**src/rtl/spi_cfg_pkg.sv**
```systemverilog
package spi_cfg_pkg;
  localparam int unsigned ADDR_W = 6;
  localparam int unsigned DATA_W = 8;
  localparam int unsigned NREG   = 1 << ADDR_W;
  localparam int unsigned HDR_BITS   = ADDR_W + 2;
  localparam int unsigned FRAME_BITS = HDR_BITS + DATA_W;
  localparam int unsigned CNT_W      = $clog2(FRAME_BITS + 1);
  localparam logic [NREG-1:0] DEF_IMPL = 64'h0000_0400_FFFF_FFFF;
endpackage

```
**src/rtl/spi_sync.sv**
```systemverilog
module spi_sync #(
  parameter int unsigned W = 3,
  parameter logic [W-1:0] RST_VAL = '0
) (
  input  logic         clk_i,
  input  logic         rst_ni,
  input  logic [W-1:0] d_i,
  output logic [W-1:0] q_o
);
  logic [W-1:0] s1, s2;
  always_ff @(posedge clk_i or negedge rst_ni) begin
    if (!rst_ni) begin
      s1 <= RST_VAL;
      s2 <= RST_VAL;
    end else begin
      s1 <= d_i;
      s2 <= s1;
    end
  end
  assign q_o = s2;
endmodule

```
**src/rtl/spi_frame.sv**
```systemverilog
module spi_frame
  import spi_cfg_pkg::*;
(
  input  logic              clk_i,
  input  logic              rst_ni,
  input  logic              sck_s_i,
  input  logic              csn_s_i,
  input  logic              sdi_s_i,
  input  logic [DATA_W-1:0] rd_data_i,
  output logic [ADDR_W-1:0] rd_addr_o,
  output logic              wr_o,
  output logic [ADDR_W-1:0] wr_addr_o,
  output logic [DATA_W-1:0] wr_data_o,
  output logic              sdo_o
);
  localparam logic [CNT_W-1:0] C_HDR_M1 = CNT_W'(HDR_BITS - 1);
  localparam logic [CNT_W-1:0] C_HDR    = CNT_W'(HDR_BITS);
  localparam logic [CNT_W-1:0] C_LAST   = CNT_W'(FRAME_BITS - 1);
  localparam logic [CNT_W-1:0] C_FULL   = CNT_W'(FRAME_BITS);

  logic                  sck_q, rise, fall;
  logic [CNT_W-1:0]      cnt;
  logic [FRAME_BITS-2:0] shift;
  logic                  rd_ok;
  logic [DATA_W-1:0]     tx;

  assign rise = sck_s_i & ~sck_q;
  assign fall = ~sck_s_i & sck_q;

  always_ff @(posedge clk_i or negedge rst_ni) begin
    if (!rst_ni) sck_q <= 1'b0;
    else         sck_q <= sck_s_i;
  end

  // receive side
  always_ff @(posedge clk_i or negedge rst_ni) begin
    if (!rst_ni) begin
      cnt       <= '0;
      shift     <= '0;
      rd_ok     <= 1'b0;
      rd_addr_o <= '0;
      wr_o      <= 1'b0;
      wr_addr_o <= '0;
      wr_data_o <= '0;
    end else begin
      wr_o <= 1'b0;
      if (csn_s_i) begin
        cnt   <= '0;
        shift <= '0;
        rd_ok <= 1'b0;
      end else if (rise && cnt < C_FULL) begin
        shift <= {shift[FRAME_BITS-3:0], sdi_s_i};
        cnt   <= cnt + 1'b1;
        if (cnt == C_HDR_M1) begin
          rd_addr_o <= shift[HDR_BITS-2:1];
          rd_ok     <= ~shift[0] & sdi_s_i;
        end
        if (cnt == C_LAST) begin
          wr_o      <= shift[DATA_W] & shift[DATA_W-1];
          wr_addr_o <= shift[FRAME_BITS-2:DATA_W+1];
          wr_data_o <= {shift[DATA_W-2:0], sdi_s_i};
        end
      end
    end
  end

  // transmit side, updated after falling edges
  always_ff @(posedge clk_i or negedge rst_ni) begin
    if (!rst_ni) begin
      sdo_o <= 1'b0;
      tx    <= '0;
    end else if (csn_s_i) begin
      sdo_o <= 1'b0;
    end else if (fall) begin
      if (cnt == C_HDR) begin
        sdo_o <= rd_ok & rd_data_i[DATA_W-1];
        tx    <= {rd_data_i[DATA_W-2:0], 1'b0};
      end else if (cnt > C_HDR && cnt < C_FULL) begin
        sdo_o <= rd_ok & tx[DATA_W-1];
        tx    <= {tx[DATA_W-2:0], 1'b0};
      end else begin
        sdo_o <= 1'b0;
      end
    end
  end

  p_sdo_idle_r8: assert property (@(posedge clk_i) disable iff (!rst_ni)
    csn_s_i && $past(csn_s_i) |-> !sdo_o);
  p_sdo_on_fall_r3: assert property (@(posedge clk_i) disable iff (!rst_ni)
    !$stable(sdo_o) |-> $past(fall || csn_s_i));
  p_wr_full_frame_r5: assert property (@(posedge clk_i) disable iff (!rst_ni)
    wr_o |-> cnt == C_FULL);
endmodule

```
**src/rtl/cfg_reg_bank.sv**
```systemverilog
module cfg_reg_bank
  import spi_cfg_pkg::*;
#(
  parameter logic [NREG-1:0] IMPL_MASK = DEF_IMPL
) (
  input  logic                   clk_i,
  input  logic                   rst_ni,
  input  logic                   wr_i,
  input  logic [ADDR_W-1:0]      wr_addr_i,
  input  logic [DATA_W-1:0]      wr_data_i,
  input  logic [NREG-1:0]        wr_lock_i,
  input  logic [ADDR_W-1:0]      rd_addr_i,
  output logic [DATA_W-1:0]      rd_data_o,
  output logic [NREG*DATA_W-1:0] regs_o
);
  logic [NREG-1:0][DATA_W-1:0] q;

  for (genvar i = 0; i < NREG; i++) begin : g_reg
    if (IMPL_MASK[i]) begin : g_impl
      logic [DATA_W-1:0] r;
      always_ff @(posedge clk_i or negedge rst_ni) begin
        if (!rst_ni) r <= '0;
        else if (wr_i && wr_addr_i == ADDR_W'(i) && !wr_lock_i[i]) r <= wr_data_i;
      end
      assign q[i] = r;
    end else begin : g_none
      assign q[i] = '0;
    end
  end

  assign regs_o    = q;
  assign rd_data_o = q[rd_addr_i];

  p_lock_hold_r6: assert property (@(posedge clk_i) disable iff (!rst_ni)
    wr_i && wr_lock_i[wr_addr_i] |=> q[$past(wr_addr_i)] == $past(q[wr_addr_i]));
  p_write_lands_r2: assert property (@(posedge clk_i) disable iff (!rst_ni)
    wr_i && !wr_lock_i[wr_addr_i] && IMPL_MASK[wr_addr_i]
    |=> q[$past(wr_addr_i)] == $past(wr_data_i));
endmodule

```
**src/rtl/spi_cfg_slave.sv**
```systemverilog
module spi_cfg_slave
  import spi_cfg_pkg::*;
#(
  parameter logic [NREG-1:0] IMPL_MASK = DEF_IMPL
) (
  input  logic                   clk_i,
  input  logic                   rst_ni,
  input  logic                   sck_i,
  input  logic                   csn_i,
  input  logic                   sdi_i,
  output logic                   sdo_o,
  input  logic [NREG-1:0]        wr_lock_i,
  output logic [NREG*DATA_W-1:0] regs_o
);
  logic sck_s, csn_s, sdi_s;
  logic wr;
  logic [ADDR_W-1:0] wr_addr, rd_addr;
  logic [DATA_W-1:0] wr_data, rd_data;

  spi_sync #(.W(3), .RST_VAL(3'b010)) u_sync (
    .clk_i(clk_i), .rst_ni(rst_ni),
    .d_i({sck_i, csn_i, sdi_i}), .q_o({sck_s, csn_s, sdi_s})
  );

  spi_frame u_frame (
    .clk_i(clk_i), .rst_ni(rst_ni),
    .sck_s_i(sck_s), .csn_s_i(csn_s), .sdi_s_i(sdi_s),
    .rd_data_i(rd_data), .rd_addr_o(rd_addr),
    .wr_o(wr), .wr_addr_o(wr_addr), .wr_data_o(wr_data),
    .sdo_o(sdo_o)
  );

  cfg_reg_bank #(.IMPL_MASK(IMPL_MASK)) u_bank (
    .clk_i(clk_i), .rst_ni(rst_ni),
    .wr_i(wr), .wr_addr_i(wr_addr), .wr_data_i(wr_data),
    .wr_lock_i(wr_lock_i), .rd_addr_i(rd_addr), .rd_data_o(rd_data),
    .regs_o(regs_o)
  );
endmodule

```
**config.mk**
```make
export PLATFORM = sky130hd
export DESIGN_NAME = spi_cfg_slave
export DESIGN_NICKNAME = d
export VERILOG_FILES = /design/src/rtl/spi_cfg_pkg.sv /design/src/rtl/spi_sync.sv /design/src/rtl/spi_frame.sv /design/src/rtl/cfg_reg_bank.sv /design/src/rtl/spi_cfg_slave.sv
export SDC_FILE = /design/constraint.sdc
export NUM_CORES = 1
export LEC_CHECK = 0
export BUFFER_PORTS_ARGS = -buffer_cell sky130_fd_sc_hd__buf_2
export CAP_MARGIN = 20
export CORE_AREA = 2 2 228 230
export CTS_CLUSTER_DIAMETER = 120
export CTS_CLUSTER_SIZE = 25
export DETAILED_ROUTE_END_ITERATION = 8
export DIE_AREA = 0 0 230 232
export PLACE_DENSITY_LB_ADDON = 0.3
export SYNTH_ARGS = -nofsm -noshare
export SYNTH_HDL_FRONTEND = slang
export SYNTH_HIERARCHICAL = 1
export SYNTH_SLANG_ARGS = --single-unit
```
**constraint.sdc**
```tcl
create_clock -name clk_i -period 3 [get_ports clk_i]
set_input_delay 0.3 -clock clk_i [delete_from_list [all_inputs] [get_ports clk_i]]
set_output_delay 0.3 -clock clk_i [all_outputs]
set_load 0.02 [all_outputs]
```
-- Yosys cells after proc, flatten, opt, wreduce, memory -nomap -nowiden
Cells that the tools add are included.
- add/subtract/negate cells: 1
- multiply operators: 0
- divide/modulo/power cells: 0
- order comparisons: 3
- equal/unequal tests: 35
- shifts and indexed selects: 0
- multiplexer cells: 18
- bitwise operators: 10
- reduce and logical (&&, ||, !) cells: 110
- operators by type and width (operator ; count):
    6-bit by 5-bit equality test with 1-bit output, second input constant ; 16
    1-bit logical AND ; 68
    8-bit binary-select mux with 6-bit select ; 1
    6-bit by 4-bit equality test with 1-bit output, second input constant ; 8
    1-bit logical NOT ; 33
    15-bit 2-to-1 mux ; 2
    6-bit by 3-bit equality test with 1-bit output, second input constant ; 4
    8-bit 2-to-1 mux ; 3
    6-bit by 2-bit equality test with 1-bit output, second input constant ; 2
    5-bit by 4-bit equality test with 1-bit output, second input constant ; 2
    1-bit 2-to-1 mux ; 10
    5-bit 2-to-1 mux ; 2
    3-bit AND reduction ; 3
    2-bit nonzero test ; 4
    6-bit by 7-bit less-than comparator with 1-bit output, second input constant ; 1
    1-bit AND ; 6
    6-bit by 1-bit equality test with 1-bit output, second input constant ; 1
    6-bit equality test, second input constant ; 1
    6-bit logical NOT ; 1
    5-bit by 1-bit adder with 5-bit output, second input constant ; 1
    5-bit by 3-bit equality test with 1-bit output, second input constant ; 1
    5-bit by 4-bit > comparator with 1-bit output, second input constant ; 1
    5-bit less-than comparator, second input constant ; 1
    1-bit NOT ; 4
    2-bit AND reduction ; 1
- bits in registers: 322
- latch bits: 0
- bits in writable memories: 0
- ROM bits: 0
- input bits: 69
- output and inout bits: 513
- word-level logic and storage cells: 222
- memories: 0

-- Depth between registers and ports, before layout
Gate-level depths: netlist of run 1.
- depth in word-level cells: 6
- depth in mapped cells: 11
- mapped depth without buffers: 8

-- By module
Netlist of run 1, hierarchy kept.
- modules (own cells, without submodules) (module ; instances ; cells each ; area each (µm²) ; sequential area each (µm²)):
    cfg_reg_bank ; 1 ; 1128 ; 14679.1 ; 6606.3
    spi_frame ; 1 ; 181 ; 2172.1 ; 1276.2
    spi_sync ; 1 ; 6 ; 152.6 ; 152.6

-- Worst setup path after synthesis of run 1
Ideal clock, no wire load.
- kind: register -> register
- start: reg u_frame.rd_addr_o[0]
- end: reg u_frame.sdo_o
- library setup time: 0.120 ns
- data arrival time: 2.201 ns
- required time: 2.880 ns
- setup slack: 0.679 ns
- cell stages (with the launch flop): 9
- path buffers: 1
- clock period less this slack: 2.321 ns
- path through: dfrtp_1 buf_6 mux4_2 mux2_2 a221oi_1 o21a_1 a221oi_1 mux2_2 a31o_2
- longest elaborated chain between the ends: 6
- RTL lines (item ; line ; text):
    start: declaration ; spi_frame.sv:10 ; output logic [ADDR_W-1:0] rd_addr_o,
    start signal: assignment ; spi_frame.sv:55 ; rd_addr_o <= shift[HDR_BITS-2:1];
    8-bit binary-select mux with 6-bit select ; cfg_reg_bank.sv:32 ; assign rd_data_o = q[rd_addr_i];
    8-bit 2-to-1 mux (implied by the code) ; cfg_reg_bank.sv:32 ;
    named net rd_data[7] ; spi_cfg_slave.sv:18 ; logic [DATA_W-1:0] wr_data, rd_data;
    1-bit AND ; spi_frame.sv:76 ; sdo_o <= rd_ok & rd_data_i[DATA_W-1];
    1-bit 2-to-1 mux ; spi_frame.sv:75 ; if (cnt == C_HDR) begin
    1-bit 2-to-1 mux ; spi_frame.sv:74 ; end else if (fall) begin
    1-bit 2-to-1 mux ; spi_frame.sv:72 ; end else if (csn_s_i) begin
    end signal: assignment ; spi_frame.sv:76 ;
    end signal: assignment ; spi_frame.sv:79 ; sdo_o <= rd_ok & tx[DATA_W-1];
    end: declaration ; spi_frame.sv:14 ; output logic sdo_o
The timed path passes the listed nets, and every way through them passes these cells. The select of a mux whose other input is x is not followed.
A chain may end at the register's enable or synchronous reset.

-- Worst setup path after layout of run 1
- start: reg u_frame.rd_addr_o[0]
- end: reg u_frame.tx[4]
- longest elaborated chain between the ends: 3
- RTL lines (item ; line ; text):
    8-bit binary-select mux with 6-bit select ; cfg_reg_bank.sv:32 ;
    8-bit 2-to-1 mux (implied by the code) ; cfg_reg_bank.sv:32 ;
    named net rd_data[3] ; spi_cfg_slave.sv:18 ;
    8-bit 2-to-1 mux ; spi_frame.sv:75 ;
    end signal: assignment ; spi_frame.sv:77 ; tx <= {rd_data_i[DATA_W-2:0], 1'b0};
    end signal: assignment ; spi_frame.sv:80 ; tx <= {tx[DATA_W-2:0], 1'b0};
    end: declaration ; spi_frame.sv:25 ; logic [DATA_W-1:0] tx;
The timed path passes the listed nets, and every way through them passes these cells. The select of a mux whose other input is x is not followed.

==> run_results.csv, run 1 <==
group,metric,value,unit
sta,rsz0062_at_grt,"no",
clock_network,clock-sinks,321,
setup_path,r2r_setup_slack,0.20,ns
floorplanning,die_h,232,µm
floorplanning,io_pins,582,
power_and_ir_drop,leakagePower,10.2,nW
sta,slew_viol_final,0,
route,drt-initial-drc-count,581,
global_route,grt_pass1_wl,76700,µm
sta,fin_crit,2.80,ns
route,ant_nets,0,
clock_network,clock-root-buffer,"clkbuf_16",
cells_and_area,nets,1688,
global_route,grt_pass1_vias,10900,
synth,synth_top_area_share,46.9,%
sta,relSlewSlack,37.6,%
sta,period_share,93.3,%
placed_design,dpl_worst_slack,0.204,ns
synth,syn_inst,1315,
min_path,min_from,"wr_lock_i[15]",
synth,synth_common_cells,"dfrtp_1 (319), buf_4 (259), mux2_2 (242)",
placed_design,io_buffers,302,
setup_path,rr_worst_depth,9,
synth,yosysSeqAreaShare,47.3,%
cells_and_area,n_fill_cell,4978,
global_route,grt_max_degree,70,
sta,setup_slack,0.202,ns
setup_path,cp.required,3.42,ns
route,via_count,10900,
clock_network,clock_latency,0.54,ns
clock_network,cts_resized,0,
sta,worstMarginPinSlew,0.936,ns
floorplanning,core_area,0.0509,mm²
clock_network,cts_max_level,1,
run_status,status,"complete, no violations",
sta,setup_viol,0,
min_path,hold_class,"input pin to flip-flop",
placed_design,gp_congestion,0.827,
route,remaining_drc_errors,0,
synth,synth-edff-count,0,
global_route,grt.total_usage,19.5,%
min_path,hold_path_end,"u_bank/g_reg[15].g_impl.r[3]",
synth,synthFlopType,"dfrtp_1",
setup_path,cpPeakStageDelay,0.59,ns
setup_path,path_delay_family,"multiplexers",
setup_path,crit_arrival,3.22,ns
route,wl_per_cell,23.4,µm
synth,ys_async_sr_fraction,100,%
floorplanning,die_w,230,µm
synth,synthesis.area,0.0170,mm²
setup_path,cp_cell_sequence,"buf_12 -> buf_4 -> mux4_2 -> mux2i_1 -> buf_4 -> o21a_1 -> a211oi_1 -> mux2_2 -> mux2_2",
setup_path,critPathSlowestCell,"mux4_2",
cells_and_area,final_area,0.0191,mm²
synth,yosysTopAreaCell,"dfrtp_1",
cells_and_area,area_growth,12.5,%
cells_and_area,antennaDiodeCount,0,
global_route,antenna_found_initial,2,
placed_design,dp_hpwl,40000,µm
setup_path,startpoint_type,"flip-flop",
cells_and_area,drive_gt1_share,46.9,%
clock_network,clk_pin_slew_worst_paths,0.11,ns
synth,syn_area_per_cell,12.9,µm²
synth,yosys_register_bits,321,
setup_path,r2r_start,"u_frame/rd_addr_o[0]",
floorplanning,die_area,0.0534,mm²
placed_design,place_area,0.0186,mm²
setup_path,r2r-end,"u_frame/tx[4]",
power_and_ir_drop,p_per_area,389,mW/mm²
route,firstDrtPassIters,4,
floorplanning,rows,83,
sta,fmax,357,MHz
sta,finalHoldViolCount,0,
clock_network,cts.path.max_buffers,3,
clock_network,cts_tree,"done",
floorplanning,start_util,33.4,%
sta,fin_worst_skew,0.0253,ns
clock_network,cts_inserted_buffers,17,
synth,yosysMostFrequentCell,"dfrtp_1",
setup_path,cp-end-kind,"flip-flop",
setup_path,critPathKind,"flip-flop to flip-flop",
setup_path,critPathBufInv,3,
sta,tns,0,ns
job,drv_cap,0,
route,wl,53700,µm
min_path,holdPathStages,3,
synth,synth_cell_types,55,
synth,yosysWarnings,6,
setup_path,cp_max_fo,17,
synth,ys_top_cells_by_area,"dfrtp_1 (47%), mux2_2 (16%), buf_4 (11%)",
power_and_ir_drop,ir_drop,327,µV
route,via_per_inst,4.72,
global_route,grt.overflow.total,0,
[routing by layer]
layer  vias to the layer above  global-route usage (%)  share of wire, %
met1                      5653                    24.6                40
met4                         0                    4.29               2.2
met3                        48                    4.54               6.9
met5                         -                       0                 0
li1                       4734                       -                 -
met2                       428                    34.0                51
[kinds of logic (layout without fill, tap and decap cells)]
family          count (synthesis)  count (layout)  share of synthesized area (%)
mux                           401             401                           29.7
simple gates                  167             167                           6.09
other cells                     1             248                         0.0221
buf+inv                       339             398                           13.7
fa+ha+maj                       3               3                          0.221
compound gates                 83              83                           3.08
flops                         321             321                           47.3
[per-stage QoR]
step	cells	hold slack [ns]	total power, W	utilization, %
CTS	2301	0.140	0.00757	37.6
global route	2301	0.149	0.00775	37.6
global placement	2273	0.263	0.00486	36.5
detailed placement	2273	0.295	0.00486	36.5
floorplan	1562	0.00441	0.00496	-
finish	2301	0.165	0.00745	37.6
[report_power, final]
| part | leakage, nW | switching, W | internal (W) |
|---|---|---|---|
| Clock | 0.245 | 0.00149 | 0.00117 |
| Sequential | 4.46 | 0.0000110 | 0.00433 |
| Combinational | 5.47 | 0.000396 | 0.0000449 |
| Total | 10.2 | 0.00190 | 0.00555 |
[cell usage in the layout, fill, tap and decap left out, drive strengths merged, types with 8 or more instances in the layout]
| cell type | instances |
|---|---|
| a211oi | 10 |
| a21oi | 26 |
| buf | 362 |
| clkbuf | 20 |
| conb | 248 |
| dfrtp | 319 |
| inv | 9 |
| mux2 | 312 |
| mux2i | 59 |
| mux4 | 30 |
| nand2 | 52 |
| nand2b | 8 |
| nor2 | 22 |
| nor2b | 8 |
| nor3 | 18 |
| nor4 | 15 |
| o21ai | 9 |
| o22ai | 21 |
| or3 | 23 |
[state kept, by name, indices dropped and copies added (netlist names)]
| name | count |
|---|---|
| u_frame/rd_addr_o | 6 |
| u_frame/cnt | 5 |
| u_frame/shift | 15 |
| u_sync/s1 | 3 |
| u_frame/tx | 7 |
| u_frame/wr_o | 1 |
| u_sync/q_o | 3 |
| u_bank/g.g_impl.r | 264 |
| u_frame/sdo_o | 1 |
| u_frame/rd_ok | 1 |
| u_frame/sck_q | 1 |
| u_frame/wr_addr_o | 6 |
| u_frame/wr_data_o | 8 |
[worst max path at each step]
stage	cells past startpoint	startpoint	slack, ns	to
final	9	u_frame/rd_addr_o[0]	0.20	u_frame/tx[4]
after global routing	9	u_frame/rd_addr_o[0]	0.04	u_frame/tx[4]
after CTS	9	u_frame/rd_addr_o[0]	0.16	u_frame/tx[4]
after detailed placement	9	u_frame/rd_addr_o[0]	0.20	u_frame/tx[4]
after global placement	9	u_frame/rd_addr_o[0]	0.21	u_frame/tx[4]
after floorplan	8	u_frame/rd_addr_o[0]	0.68	u_frame/sdo_o
[worst register-to-register path: stages, from the launching register on]
cell,delay (ns)
dfrtp_4,0.49
buf_12,0.17
buf_4,0.32
mux4_2,0.59
mux2i_1,0.28
buf_4,0.17
o21a_1,0.10
a211oi_1,0.04
mux2_2,0.26
mux2_2,0.27
[cell type report]
class | instances | area (µm²) | share of cell area (%)
Timing Repair Buffer | 366 | 2140 | 11.2
Clock inverter | 4 | 58.8 | 0.307
Inverter | 8 | 30.0 | 0.157
Clock buffer | 20 | 447 | 2.33
Tap cell | 680 | 851 | 4.45
Multi-Input combinational cell | 902 | 7570 | 39.6
Sequential cell | 321 | 8040 | 42.0
[what timing repair did]
| action | in CTS | in global routing |
|---|---|---|
| setup buffers | 0 | 0 |
| hold buffers | 4 | 0 |
| hold endpoints to repair | 56 | 0 |
Note: power is estimated with default switching activity, not from simulation.
==> run 2, diff against run 1 <==
==> constraint.sdc (replaced) <==
create_clock -name clk_i -period 3 [get_ports clk_i]
set_input_delay 0.45 -clock clk_i [delete_from_list [all_inputs] [get_ports clk_i]]
set_output_delay 0.45 -clock clk_i [all_outputs]
set_load 0.02 [all_outputs]
==> run 2 against run 1 <==
- worst setup slack improved by 0.022 ns
- clock-buffer cell count is 3 higher
- sequential power hardly changed
- worst hold slack got worse by 0.14 ns
- cell count grew 0.22%
- die area unchanged
- non-clock buffer count up 3
- sequential share of layout area barely moved
- final area about the same
- combinational power barely moved
- flip-flop and latch count unchanged
- critical path depth unchanged
- critical endpoint is now u_frame/sdo_o
- highest routed layer unchanged
==> run_results.csv, run 2 (synthesis results as in run 1) <==
group,metric,value,unit
power_and_ir_drop,finalPower,0.00738,W
floorplanning,die_area,0.0534,mm²
cells_and_area,area_growth,12.6,%
clock_network,cts.path.max_buffers,3,
clock_network,clk_pin_slew_worst_paths,0.11,ns
job,drv_cap,0,
cells_and_area,layout_commonest_cell,"dfrtp_1",
floorplanning,io_pins,582,
clock_network,cts_tree,"done",
setup_path,critPathKind,"flip-flop to flip-flop",
setup_path,cp.required,3.44,ns
setup_path,cp_max_fo,18,
placed_design,gp_congestion,0.824,
floorplanning,core_area,0.0509,mm²
cells_and_area,antennaDiodeCount,0,
cells_and_area,nets,1691,
sta,tns,0,ns
route,wl,53800,µm
setup_path,r2r_setup_slack,0.22,ns
setup_path,cp-end-kind,"flip-flop",
sta,setup_slack,0.223,ns
min_path,holdPathStages,1,
power_and_ir_drop,leakagePower,10.2,nW
global_route,antenna_found_initial,4,
setup_path,rr_worst_depth,9,
cells_and_area,ff_latch_area,0.00804,mm²
route,via_per_inst,4.74,
route,via_count,10900,
cells_and_area,final_area,0.0191,mm²
floorplanning,die_h,232,µm
clock_network,clock-sinks,321,
setup_path,crit_path_start,"u_frame/rd_addr_o[0]",
route,ant_nets,0,
sta,finalHoldViolCount,0,
cells_and_area,largest-register,"u_bank/g.g_impl.r",
sta,fmax,360,MHz
placed_design,io_buffers,302,
clock_network,clock-root-buffer,"clkbuf_16",
floorplanning,rows,83,
sta,fin_crit,2.78,ns
min_path,hold_class,"input pin to flip-flop",
cells_and_area,final_cell_mix,"dfrtp_1 (316), buf_2 (301), conb_1 (248)",
placed_design,dp_hpwl,39900,µm
global_route,grt.overflow.total,0,
global_route,grt_max_degree,71,
setup_path,crit_arrival,3.22,ns
power_and_ir_drop,ir_drop,278,µV
setup_path,r2r_start,"u_frame/rd_addr_o[0]",
power_and_ir_drop,p_per_area,385,mW/mm²
sta,fin_worst_skew,0.0264,ns
route,firstDrtPassIters,4,
clock_network,cts_inserted_buffers,17,
min_path,hold_path_end,"u_sync/s1[1]",
run_status,status,"complete, no violations",
global_route,grt_pass1_wl,76300,µm
cells_and_area,largestRegisters,"u_bank/g.g_impl.r (264), u_frame/shift (15), u_frame/wr_data_o (8)",
clock_network,clock_latency,0.54,ns
clock_network,cts_max_level,1,
route,wl_per_cell,23.3,µm
cells_and_area,largest_reg_flops,264,
placed_design,dpl_worst_slack,-0.123,ns
global_route,grt.total_usage,19.5,%
min_path,min_from,"csn_i",
route,drt-initial-drc-count,710,
setup_path,startpoint_type,"flip-flop",
route,remaining_drc_errors,0,
global_route,grt_pass1_vias,10700,
sta,worstMarginPinSlew,1.04,ns
floorplanning,start_util,33.4,%
sta,relSlewSlack,30.6,%
sta,holdWs,0.0240,ns
cells_and_area,multi_input_area,0.00757,mm²
setup_path,r2r-end,"u_frame/sdo_o",
sta,rsz0062_at_grt,"no",
placed_design,place_area,0.0186,mm²
cells_and_area,drive_gt1_share,47.0,%
sta,period_share,92.6,%
floorplanning,die_w,230,µm
cells_and_area,n_fill_cell,4976,
sta,slew_viol_final,0,
sta,setup_viol,0,
-- run 2: per-stage QoR --
stage                     utilization, %  instances
after CTS                           37.6       2306
after detailed placement            36.5       2276
after global routing                37.6       2306
after global placement              36.5       2276
after floorplan                        -       1562
final                               37.6       2306
-- run 2: power breakdown --
| part | internal, W | switching (W) |
|---|---|---|
| Sequential | 0.00433 | 0.0000111 |
| Combinational | 0.0000439 | 0.000394 |
| Clock | 0.00109 | 0.00151 |
-- run 2: metal layers --
layer | up-vias | share of wire (%) | global-route usage, % | routed length [µm]
met5 | - | 0 | 0 | 0
met4 | 0 | 2.6 | 5.14 | 1420
met3 | 58 | 6.5 | 4.26 | 3500
met2 | 433 | 49 | 32.9 | 26400
met1 | 5676 | 42 | 25.2 | 22400
li1 | 4755 | - | - | -
-- run 2: area by class of cell --
| class | instances | area share (%) |
|---|---|---|
| sequential | 321 | 42.0 |
| clock buffer | 23 | 2.34 |
| clock inverter | 3 | 0.203 |
| inverter | 8 | 0.157 |
| timing repair buffer | 369 | 11.3 |
| tap | 680 | 4.44 |
| multi-input combinational | 902 | 39.5 |
-- run 2: what timing repair did --
item,in CTS,in global routing
endpoints found under the hold margin,63,0
hold buffers,1,0
endpoints found under the setup margin,3,0
setup buffers,3,0
resized for setup,0,0
-- run 2: worst max-delay path by stage --
| stage | endpoint | slack (ns) | cells after the start |
|---|---|---|---|
| 3_3_place_gp | u_frame/sdo_o | -0.12 | 8 |
| 6_report | u_frame/sdo_o | 0.22 | 9 |
| 2_1_floorplan | u_frame/sdo_o | 0.68 | 8 |
| 4_1_cts | u_frame/sdo_o | 0.19 | 9 |
| 3_5_place_dp | u_frame/sdo_o | -0.12 | 8 |
| 5_1_grt | u_frame/tx[4] | 0.08 | 9 |
-- run 2: critical path: stages, from the launching register on --
cell,delay [ns]
dfrtp_4,0.48
buf_12,0.14
buf_4,0.33
mux4_2,0.56
mux2i_1,0.32
buf_4,0.17
o21a_1,0.09
a221oi_1,0.04
mux2_2,0.30
a31o_2,0.24
